**config.mk**
```make
export PLATFORM = sky130hd
export DESIGN_NAME = rank_addr_decoder
export DESIGN_NICKNAME = d
export VERILOG_FILES = /design/src/rtl/rank_addr_decoder.sv
export SDC_FILE = /design/constraint.sdc
export NUM_CORES = 1
export LEC_CHECK = 0
export BUFFER_PORTS_ARGS = -buffer_cell sky130_fd_sc_hd__buf_2
export CAP_MARGIN = 15
export CORE_MARGIN = 1.5
export CORE_UTILIZATION = 24
export DETAILED_ROUTE_END_ITERATION = 16
export GPL_TIMING_DRIVEN = 0
export SLEW_MARGIN = 20
export SYNTH_ARGS = -nofsm -noshare
export SYNTH_HDL_FRONTEND = slang
export SYNTH_SLANG_ARGS = --single-unit
```
**constraint.sdc**
```tcl
create_clock -name clk -period 37.4 [get_ports clk]
set_input_delay 5.61 -clock clk [delete_from_list [all_inputs] [get_ports clk]]
set_output_delay 5.61 -clock clk [all_outputs]
set_load 0.02 [all_outputs]
```
**src/rtl/rank_addr_decoder.sv**
```systemverilog
module rank_addr_decoder #(
  parameter int ADDR_W = 34,
  parameter int UNIT_SHIFT = 25
) (
  input  logic              clk,
  input  logic              rst_n,
  input  logic              cfg_we,
  input  logic [3:0]        cfg_addr,
  input  logic [7:0]        cfg_wdata,
  input  logic              req_valid,
  input  logic [ADDR_W-1:0] req_addr,
  output logic              rsp_valid,
  output logic [2:0]        rsp_rank,
  output logic              rsp_miss,
  output logic [2:0]        rsp_page,
  output logic              rsp_attr_err,
  output logic              ilv_mode,
  output logic [8:0]        mem_top
);
  localparam int LW = ADDR_W + 1;

  logic [7:0] bnd  [8];
  logic [7:0] attr [4];

  always_ff @(posedge clk) begin
    if (!rst_n) begin
      for (int i = 0; i < 8; i++) bnd[i] <= '0;
      for (int i = 0; i < 4; i++) attr[i] <= '0;
    end else if (cfg_we) begin
      if (!cfg_addr[2])
        bnd[{cfg_addr[3], cfg_addr[1:0]}] <= cfg_wdata;
      else if (!cfg_addr[1])
        attr[{cfg_addr[3], cfg_addr[0]}] <= cfg_wdata & 8'h77;
    end
  end

  always_comb begin
    ilv_mode = 1'b1;
    for (int i = 0; i < 4; i++)
      if (bnd[i] != bnd[4+i]) ilv_mode = 1'b0;
    for (int i = 0; i < 2; i++)
      if (attr[i] != attr[2+i]) ilv_mode = 1'b0;
  end

  logic [8:0] eff [8];
  logic [7:0] walked, empty;
  logic       hit;
  logic [2:0] rk;

  always_comb begin
    logic [8:0] prev;
    prev = '0;
    hit = 1'b0;
    rk = '0;
    mem_top = '0;
    for (int i = 0; i < 8; i++) begin
      walked[i] = !ilv_mode || (i < 4);
      eff[i] = ilv_mode ? {bnd[i & 3], 1'b0} : {1'b0, bnd[i]};
      empty[i] = (eff[i] == prev);
      prev = eff[i];
      if (walked[i] && eff[i] > mem_top) mem_top = eff[i];
      if (walked[i] && !empty[i] && !hit &&
          ({1'b0, req_addr} < (LW'(eff[i]) << UNIT_SHIFT))) begin
        hit = 1'b1;
        rk = 3'(i);
      end
    end
  end

  wire       sel_ch = ilv_mode ? 1'b0 : rk[2];
  wire [7:0] sel_a  = attr[{sel_ch, rk[1]}];
  wire [2:0] fld    = rk[0] ? sel_a[6:4] : sel_a[2:0];
  wire       rsvd   = (fld == 3'd1) || (fld > 3'd4);

  always_ff @(posedge clk) begin
    if (!rst_n) begin
      rsp_valid <= 1'b0;
      rsp_rank <= '0;
      rsp_miss <= 1'b0;
      rsp_page <= '0;
      rsp_attr_err <= 1'b0;
    end else begin
      rsp_valid <= req_valid;
      if (req_valid) begin
        rsp_rank <= hit ? rk : 3'd0;
        rsp_miss <= !hit;
        rsp_page <= hit ? fld : 3'd0;
        rsp_attr_err <= hit && rsvd;
      end
    end
  end

  AST_RSP_LATENCY: assert property (@(posedge clk) disable iff (!rst_n)
    req_valid |=> rsp_valid);
  AST_NO_SPURIOUS_RSP: assert property (@(posedge clk) disable iff (!rst_n)
    !req_valid |=> !rsp_valid);
  AST_MISS_ZERO: assert property (@(posedge clk) disable iff (!rst_n)
    (rsp_valid && rsp_miss) |-> (rsp_rank == 3'd0 && rsp_page == 3'd0 && !rsp_attr_err));
  AST_ILV_LOW_RANK: assert property (@(posedge clk) disable iff (!rst_n)
    (req_valid && ilv_mode) |=> (rsp_rank < 3'd4));
  AST_ERR_CODE: assert property (@(posedge clk) disable iff (!rst_n)
    (rsp_valid && !rsp_miss) |-> (rsp_attr_err == (rsp_page == 3'd1 || rsp_page > 3'd4)));
  AST_ERR_ONLY_HIT: assert property (@(posedge clk) disable iff (!rst_n)
    rsp_attr_err |-> !rsp_miss);
endmodule

```
==> summary.md, run 1 <==
| Metric | Value |
|---|---|
| Skew final | `0.0101 ns` |
| Final hold violations | `0` |
| Drt wl/cell | `20.7 um` |
| CP max stage cell | `a21oi_1` |
| Initial DRC count | `737` |
| Most frequent cell after synthesis | `ha_1` |
| WL final | `34800 um` |
| Detailed-route via count | `8647` |
| Setup slack at placement | `13.36 ns` |
| Max Cap Viol | `0` |
| # nets final | `1313` |
| HP Class | `flop to flop` |
| Peak supply drop | `0.0218 mV` |
| Total power | `0.000500 W` |
| Sequential area share after synthesis | `0.280` |
| Register bit total from synthesis | `97` |
| Final ANT Viol Nets | `0` |
| Max Slew Vio Count | `0` |
| Rel. slew slack | `0.327` |
| Post-synth EDFFs | `88` |
| Longest Clk Path Bufs | `2` |
| Vias in the first global route | `8781` |
| IO buf count | `42` |
| Asr flop ratio synth | `0` |
| DP Area | `0.0110 mm2` |
| Minimum clock period | `24.76 ns` |
| CTS tree | `done` |
| DRC | `0` |
| Dpl hpwl | `27500 um` |
| Leakage | `4.83 nW` |
| Critical path peak fanout | `10` |
| Post-synth top area cell | `edfxtp_1` |
| Post-route cell area | `0.0113 mm2` |
| Initial antenna violation count | `1` |
| PostCTS Resize Cnt | `0` |
| Unrepaired setup endpoints after global routing | `no` |
| Ports | `69` |
| Num CTS Buffers | `9` |
| Final Wtd Congestion | `0.941` |
| Largest stage delay, worst path | `0.68 ns` |
| Total Neg Setup Slack | `0 ns` |
| Top cells by area, synth | `edfxtp_1 26%, ha_1 15%, xnor2_1 5.8%` |
| CP dominant cell by count | `o21a_1` |
| Synth warnings | `0` |
| Minimum hold slack | `0.457 ns` |
| Final setup vio count | `0` |
| Clk_lat worst skew | `0.36 ns` |
| Post-synthesis cell type count | `77` |
| Postcts setup bufs | `0` |
| Clk pin slew, worst setup/hold paths | `0.07 ns` |
| Cell area after synthesis | `0.0101 mm2` |
| Avg Vias per Cell | `5.16` |
| GR Layer Usage met3 | `0.0192` |
| DR pass1 iterations | `7` |
| FP Rows | `74` |
| Worst-margin pin slew | `1.01 ns` |
| Worst setup margin | `12.64 ns` |
| Post-Syn Nets | `1260` |
| Largest net degree at the start of global routing | `21` |
| Cells after synthesis | `1087` |
| Hold bufs inserted after CTS | `0` |
| Root Buffer | `clkbuf_16` |
| Commonest cells post-synth | `123 x ha_1, 101 x nand2_1, 90 x and2_1, 88 x edfxtp_1, 67 x xnor2_1` |
| H-tree lvl count | `3` |
| GR Util met1 | `0.215` |
| Cell Pwr Density | `44.4 mW/mm2` |
| Worst endpoint required time | `31.79 ns` |
| CP Capture Type | `output port` |
| Avg Cell Area, Syn | `9.27 um2` |
| FMAX | `40.4 MHz` |
| Outcome | `finished clean` |
| Clock sink count | `97` |
| Die span in y | `208 um` |
| Die Span X | `208 um` |
| First-pass GRT wire length | `52500 um` |
| Antenna Diode Count | `0` |
| Worst Setup Start Kind | `flop` |
| GRT Max-Usage Layer | `met2` |
| Final Cycle Share | `0.662` |
| GRT Residual Overflow | `0` |
| Die footprint | `0.0432 mm2` |
| Crit path DAT | `19.15 ns` |
| Area Overhead vs Synth | `11.8%` |
| CP Class | `flop to output port` |
| Met2 Resource Use GR | `0.257` |
| CORE AREA | `0.0411 mm2` |
| Total track usage | `0.159` |
| Prevailing post-synth register cell | `edfxtp_1` |
| Layout cell share with drive strength beyond 1 | `0.131` |
| Top-area cell type share of the netlist area | `0.262` |
| Initial Util | `0.245` |
## final timing paths
| kind | start | endpoint | slack, ns | cells after the start |
|---|---|---|---|---|
| min | rsp_page[2] | rsp_page[2] | 0.46 | 2 |
| max reg2reg | bnd[2][5] | rsp_attr_err | 30.69 | 25 |
| max | bnd[2][5] | mem_top[2] | 12.64 | 87 |
| min reg2reg | rsp_page[2] | rsp_page[2] | 0.46 | 2 |
## placed cells by master, fill, tap and decap left out, drive strengths merged, types with 34 or more instances in the layout
cell | netlist | layout
xnor2 | 68 | 68
inv | 66 | 68
o21a | 36 | 36
mux2 | 34 | 34
nor2 | 35 | 35
buf | 31 | 73
nand2 | 101 | 101
mux2i | 34 | 34
a21oi | 35 | 35
and2 | 90 | 90
o21ai | 34 | 34
ha | 123 | 123
edfxtp | 88 | 88
## metal layers
layer	up-vias	part of all wire
li1	4059	-
met1	4189	0.46
met2	323	0.45
met3	74	0.059
met4	2	0.034
met5	-	0.00035
## critical path, delay by kind of cell (launching register included)
| kind | cells | cell delay (ns) |
|---|---|---|
| AO/OA/AOI/OAI | 52 | 10.08 |
| buffers and inverters | 11 | 2.88 |
| AND/OR/NAND/NOR | 13 | 2.09 |
| adder cells (fa/ha/maj) | 7 | 2.02 |
| multiplexers | 3 | 1.15 |
| flip-flops | 1 | 0.34 |
| XOR/XNOR | 1 | 0.20 |
## layout make-up
class,instances,area [um2]
multi-input combinational,870,6740
sequential,97,2820
timing repair buffer,42,210
clock inverter,7,86.3
fill,4468,29800
tap,532,666
inverter,67,251
clock buffer,9,225
buffer,53,267
## power by group
group          total [W]  switching [W]  internal (W)
combinational   0.000273       0.000161      0.000112
clock          0.0000939      0.0000461     0.0000478
sequential      0.000133     0.00000798      0.000125
total           0.000500       0.000215      0.000284
## cells by family (layout without fill, tap and decap cells)
| family | count (synthesis) | after routing | synth area share |
|---|---|---|---|
| adder cells (fa/ha/maj) | 123 | 123 | 0.153 |
| AND/OR/NAND/NOR | 348 | 348 | 0.183 |
| flip-flops | 97 | 97 | 0.280 |
| XOR/XNOR | 100 | 100 | 0.0876 |
| AO/OA/AOI/OAI | 231 | 231 | 0.173 |
| multiplexers | 68 | 68 | 0.0718 |
| buffers and inverters | 120 | 178 | 0.0514 |
## through the flow
step / cells / utilization
detailed placement: 1661 / 0.266
floorplan: 1087 / -
CTS: 1677 / 0.274
finish: 1677 / 0.274
global route: 1677 / 0.274
global placement: 1661 / 0.266
## state kept, by name (all words and copies together) (netlist names)
| name | count |
|---|---|
| attr | 24 |
| rsp_miss | 1 |
| rsp_attr_err | 1 |
| rsp_valid | 1 |
| bnd | 64 |
| rsp_page | 3 |
| rsp_rank | 3 |
No activity file was read; power rests on OpenSTA's default activity.
==> inputs of run 2 (changes only) <==
Settings changed: ABC_AREA set to 1.
Clock period 37.4 ns to 21.2 ns, I/O delays scaled along.
==> run 2 against run 1 <==
Critical path depth fell by 9. Worst setup slack got worse by 11 ns. Area after synthesis shrank 1.4%. Largest power group unchanged. Wire length down 0.96%.
==> summary.md, run 2 <==
| Metric | Value |
|---|---|
| Drt wl/cell | `16.8 um (-19%)` |
| Clk_lat worst skew | `0.34 ns (-0.02 ns)` |
| Layout cell share with drive strength beyond 1 | `0.0787 (-0.0524)` |
| Critical path peak fanout | `10 (unchanged)` |
| Largest net degree at the start of global routing | `16 (-24%)` |
| Die Span X | `207 um (-0.67%)` |
| Unrepaired setup endpoints after global routing | `no` |
| Synth warnings | `0 (unchanged)` |
| Worst Hold Launch | `rsp_page[2]` |
| Cell area after synthesis | `0.00994 mm2 (-1.4%)` |
| Vias in the first global route | `9411 (+7.2%)` |
| Die span in y | `207 um (-0.67%)` |
| Clk pin slew, worst setup/hold paths | `0.06 ns (about the same)` |
| Total track usage | `0.161 (+0.00222)` |
| Largest stage delay, worst path | `0.84 ns (+0.16 ns)` |
| Part of the power in combinational logic | `0.546 (about the same)` |
| Worst Setup Start Kind | `flop` |
| Sequential area share after synthesis | `0.284 (+0.00384)` |
| Die footprint | `0.0427 mm2 (-1.3%)` |
| Most frequent cells in the layout | `482 x nand2_1, 164 x nor2_1, 150 x inv_1` |
| Area Overhead vs Synth | `12.2%` |
| Cell Pwr Density | `82.1 mW/mm2 (+85%)` |
| Clock power frac | `0.198 (+0.010)` |
| Max Cap Viol | `0 (unchanged)` |
| DR pass1 iterations | `6 (-1)` |
| Post-synth top area cell | `edfxtp_1` |
| Avg Vias per Cell | `4.85 (-6.0%)` |
| R2r worst-path depth | `31 (+24%)` |
| CP Capture Type | `output port` |
| Post-synth EDFFs | `88 (unchanged)` |
| Seq pwr share | `0.256 (-0.010)` |
| Num CTS Buffers | `9 (unchanged)` |
| CP max stage cell | `o41ai_1` |
| IO buf count | `42 (unchanged)` |
| Antenna Diode Count | `0 (unchanged)` |
| Initial Util | `0.243 (-0.00167)` |
| H-tree lvl count | `3 (unchanged)` |
| Dpl hpwl | `28200 um (+2.7%)` |
| CP Class | `flop to output port` |
| R2r setup slk | `15.96 ns (-14.73 ns)` |
| Postcts setup bufs | `0 (unchanged)` |
| Commonest cells post-synth | `482 x nand2_1, 164 x nor2_1, 150 x inv_1, 123 x ha_1, 89 x o21ai_0` |
| CORE AREA | `0.0408 mm2 (-0.68%)` |
| Post-Syn Nets | `1629 (+29%)` |
| Detailed-route via count | `9912 (+15%)` |
| Clock sink count | `97 (unchanged)` |
| Worst reg2reg endpoint | `rsp_attr_err` |
| RR Startpoint | `bnd[4][0]` |
| Crit path DAT | `16.05 ns (-3.10 ns)` |
| Prevailing post-synth register cell | `edfxtp_1` |
| FP Rows | `74 (unchanged)` |
| Initial antenna violation count | `0 (-1)` |
| Root Buffer | `clkbuf_16` |
| Peak supply drop | `0.0654 mV (+200%)` |
| Leakage | `5.56 nW (+15%)` |
| Most frequent cell after synthesis | `nand2_1` |
| HP Class | `flop to flop` |
| Min-Delay Endpoint | `rsp_page[2]` |
| Avg Cell Area, Syn | `6.83 um2 (-26%)` |
| Largest register by flop count | `bnd` |
| Final Wtd Congestion | `0.967 (+2.8%)` |
| Final hold violations | `0 (unchanged)` |
| Total power | `0.000915 W (+83%)` |
| First-pass GRT wire length | `52800 um (+0.51%)` |
| Outcome | `finished clean` |
| Top-area cell type share of the netlist area | `0.266 (+0.00360)` |
| Worst-margin pin slew | `0.926 ns (-0.0827 ns)` |
| Rel. slew slack | `0.375 (+0.0478)` |
| Total Neg Setup Slack | `0 ns (unchanged)` |
| Asr flop ratio synth | `0 (unchanged)` |
| Longest Clk Path Bufs | `2 (unchanged)` |
| PostCTS Resize Cnt | `0 (unchanged)` |
| Post-synthesis cell type count | `43 (-44%)` |
| Minimum clock period | `19.23 ns` |
| Initial DRC count | `898 (+22%)` |
| Final Cycle Share | `0.907` |
| Skew final | `0.00574 ns (-0.00441 ns)` |
| Hold depth | `2 (unchanged)` |
| Max Slew Vio Count | `0 (unchanged)` |
| Ports | `69 (unchanged)` |
| Top cells by area, synth | `edfxtp_1 27%, nand2_1 18%, ha_1 15%` |
| Cells after synthesis | `1456 (+34%)` |
| Commonest non-fill, non-tap cell in the layout | `nand2_1` |
| CP dominant cell by count | `o21ai_0` |
| WL final | `34400 um (-0.96%)` |
| Psw | `0.000411 W (+91%)` |
| Final ANT Viol Nets | `0 (unchanged)` |
| GRT Residual Overflow | `0 (unchanged)` |
| Setup crit start | `bnd[4][0]` |
| Internal | `0.000504 W (+77%)` |
| Hold bufs inserted after CTS | `0 (unchanged)` |
| Top flop regs | `bnd: 64 flops, attr: 24 flops` |
| Max reg flops | `64 (unchanged)` |
| Final setup vio count | `0 (unchanged)` |
| # nets final | `1682 (+28%)` |
| Worst endpoint required time | `18.02 ns (-13.77 ns)` |
| Switching share of power | `0.449 (+0.0181)` |
| CTS tree | `done` |
| DRC | `0 (unchanged)` |
| Register bit total from synthesis | `97 (unchanged)` |
| FMAX | `52.0 MHz` |
-- run 2: worst max-delay path, delay by kind of cell, from the launching register on --
kind,cells,cell delay [ns]
fa+ha+maj,7,2.37
buf+inv,11,3.14
compound gates,35,6.95
simple gates,24,2.49
xor+xnor,1,0.21
flops,1,0.54
-- run 2: per-layer routing --
layer | vias up | track usage | routed length [um]
met5 | - | 0 | 0
met4 | 0 | 0.0663 | 1380
met3 | 74 | 0.0135 | 2350
met2 | 407 | 0.261 | 15300
met1 | 4528 | 0.220 | 15400
li1 | 4903 | - | -
-- run 2: area by class of cell --
cell class	instances	area (um2)
sequential	97	2820
clock inverter	5	105
multi-input combinational	1151	6260
tap	532	666
timing repair buffer	42	210
fill	4458	29700
buffer	35	208
clock buffer	10	229
inverter	173	649
-- run 2: cell families (layout without fill, tap and decap cells) --
| group | after synthesis | count (layout) | share of synthesized area |
|---|---|---|---|
| simple gates | 769 | 769 | 0.313 |
| compound gates | 221 | 221 | 0.128 |
| buf+inv | 208 | 265 | 0.0862 |
| fa+ha+maj | 123 | 123 | 0.155 |
| flops | 97 | 97 | 0.284 |
| xor+xnor | 38 | 38 | 0.0335 |
-- run 2: worst max-delay path by stage --
stage                 endpoint
global route        mem_top[3]
global placement    mem_top[7]
CTS                 mem_top[3]
finish              mem_top[3]
detailed placement  mem_top[3]
floorplan           mem_top[5]
-- run 2: power by group through the flow --
stage	clock (W)	sequential, W	combinational, W
global placement	0	0.000238	0.000481
detailed placement	0	0.000238	0.000495
global route	0.000188	0.000235	0.000565
CTS	0.000182	0.000234	0.000498
finish	0.000181	0.000234	0.000500
floorplan	0	0.000235	0.000352
-- run 2: metrics by stage --
step	hold slack (ns)	util	instances	area (um2)	setup WS, ns
after floorplan	0.543	-	1456	9940	5.43
after global placement	0.461	0.265	2030	10800	2.84
after detailed placement	0.466	0.265	2030	10800	2.69
after CTS	0.476	0.273	2045	11200	2.28
after global routing	0.501	0.273	2045	11200	0.175
final	0.474	0.273	2045	11200	1.97
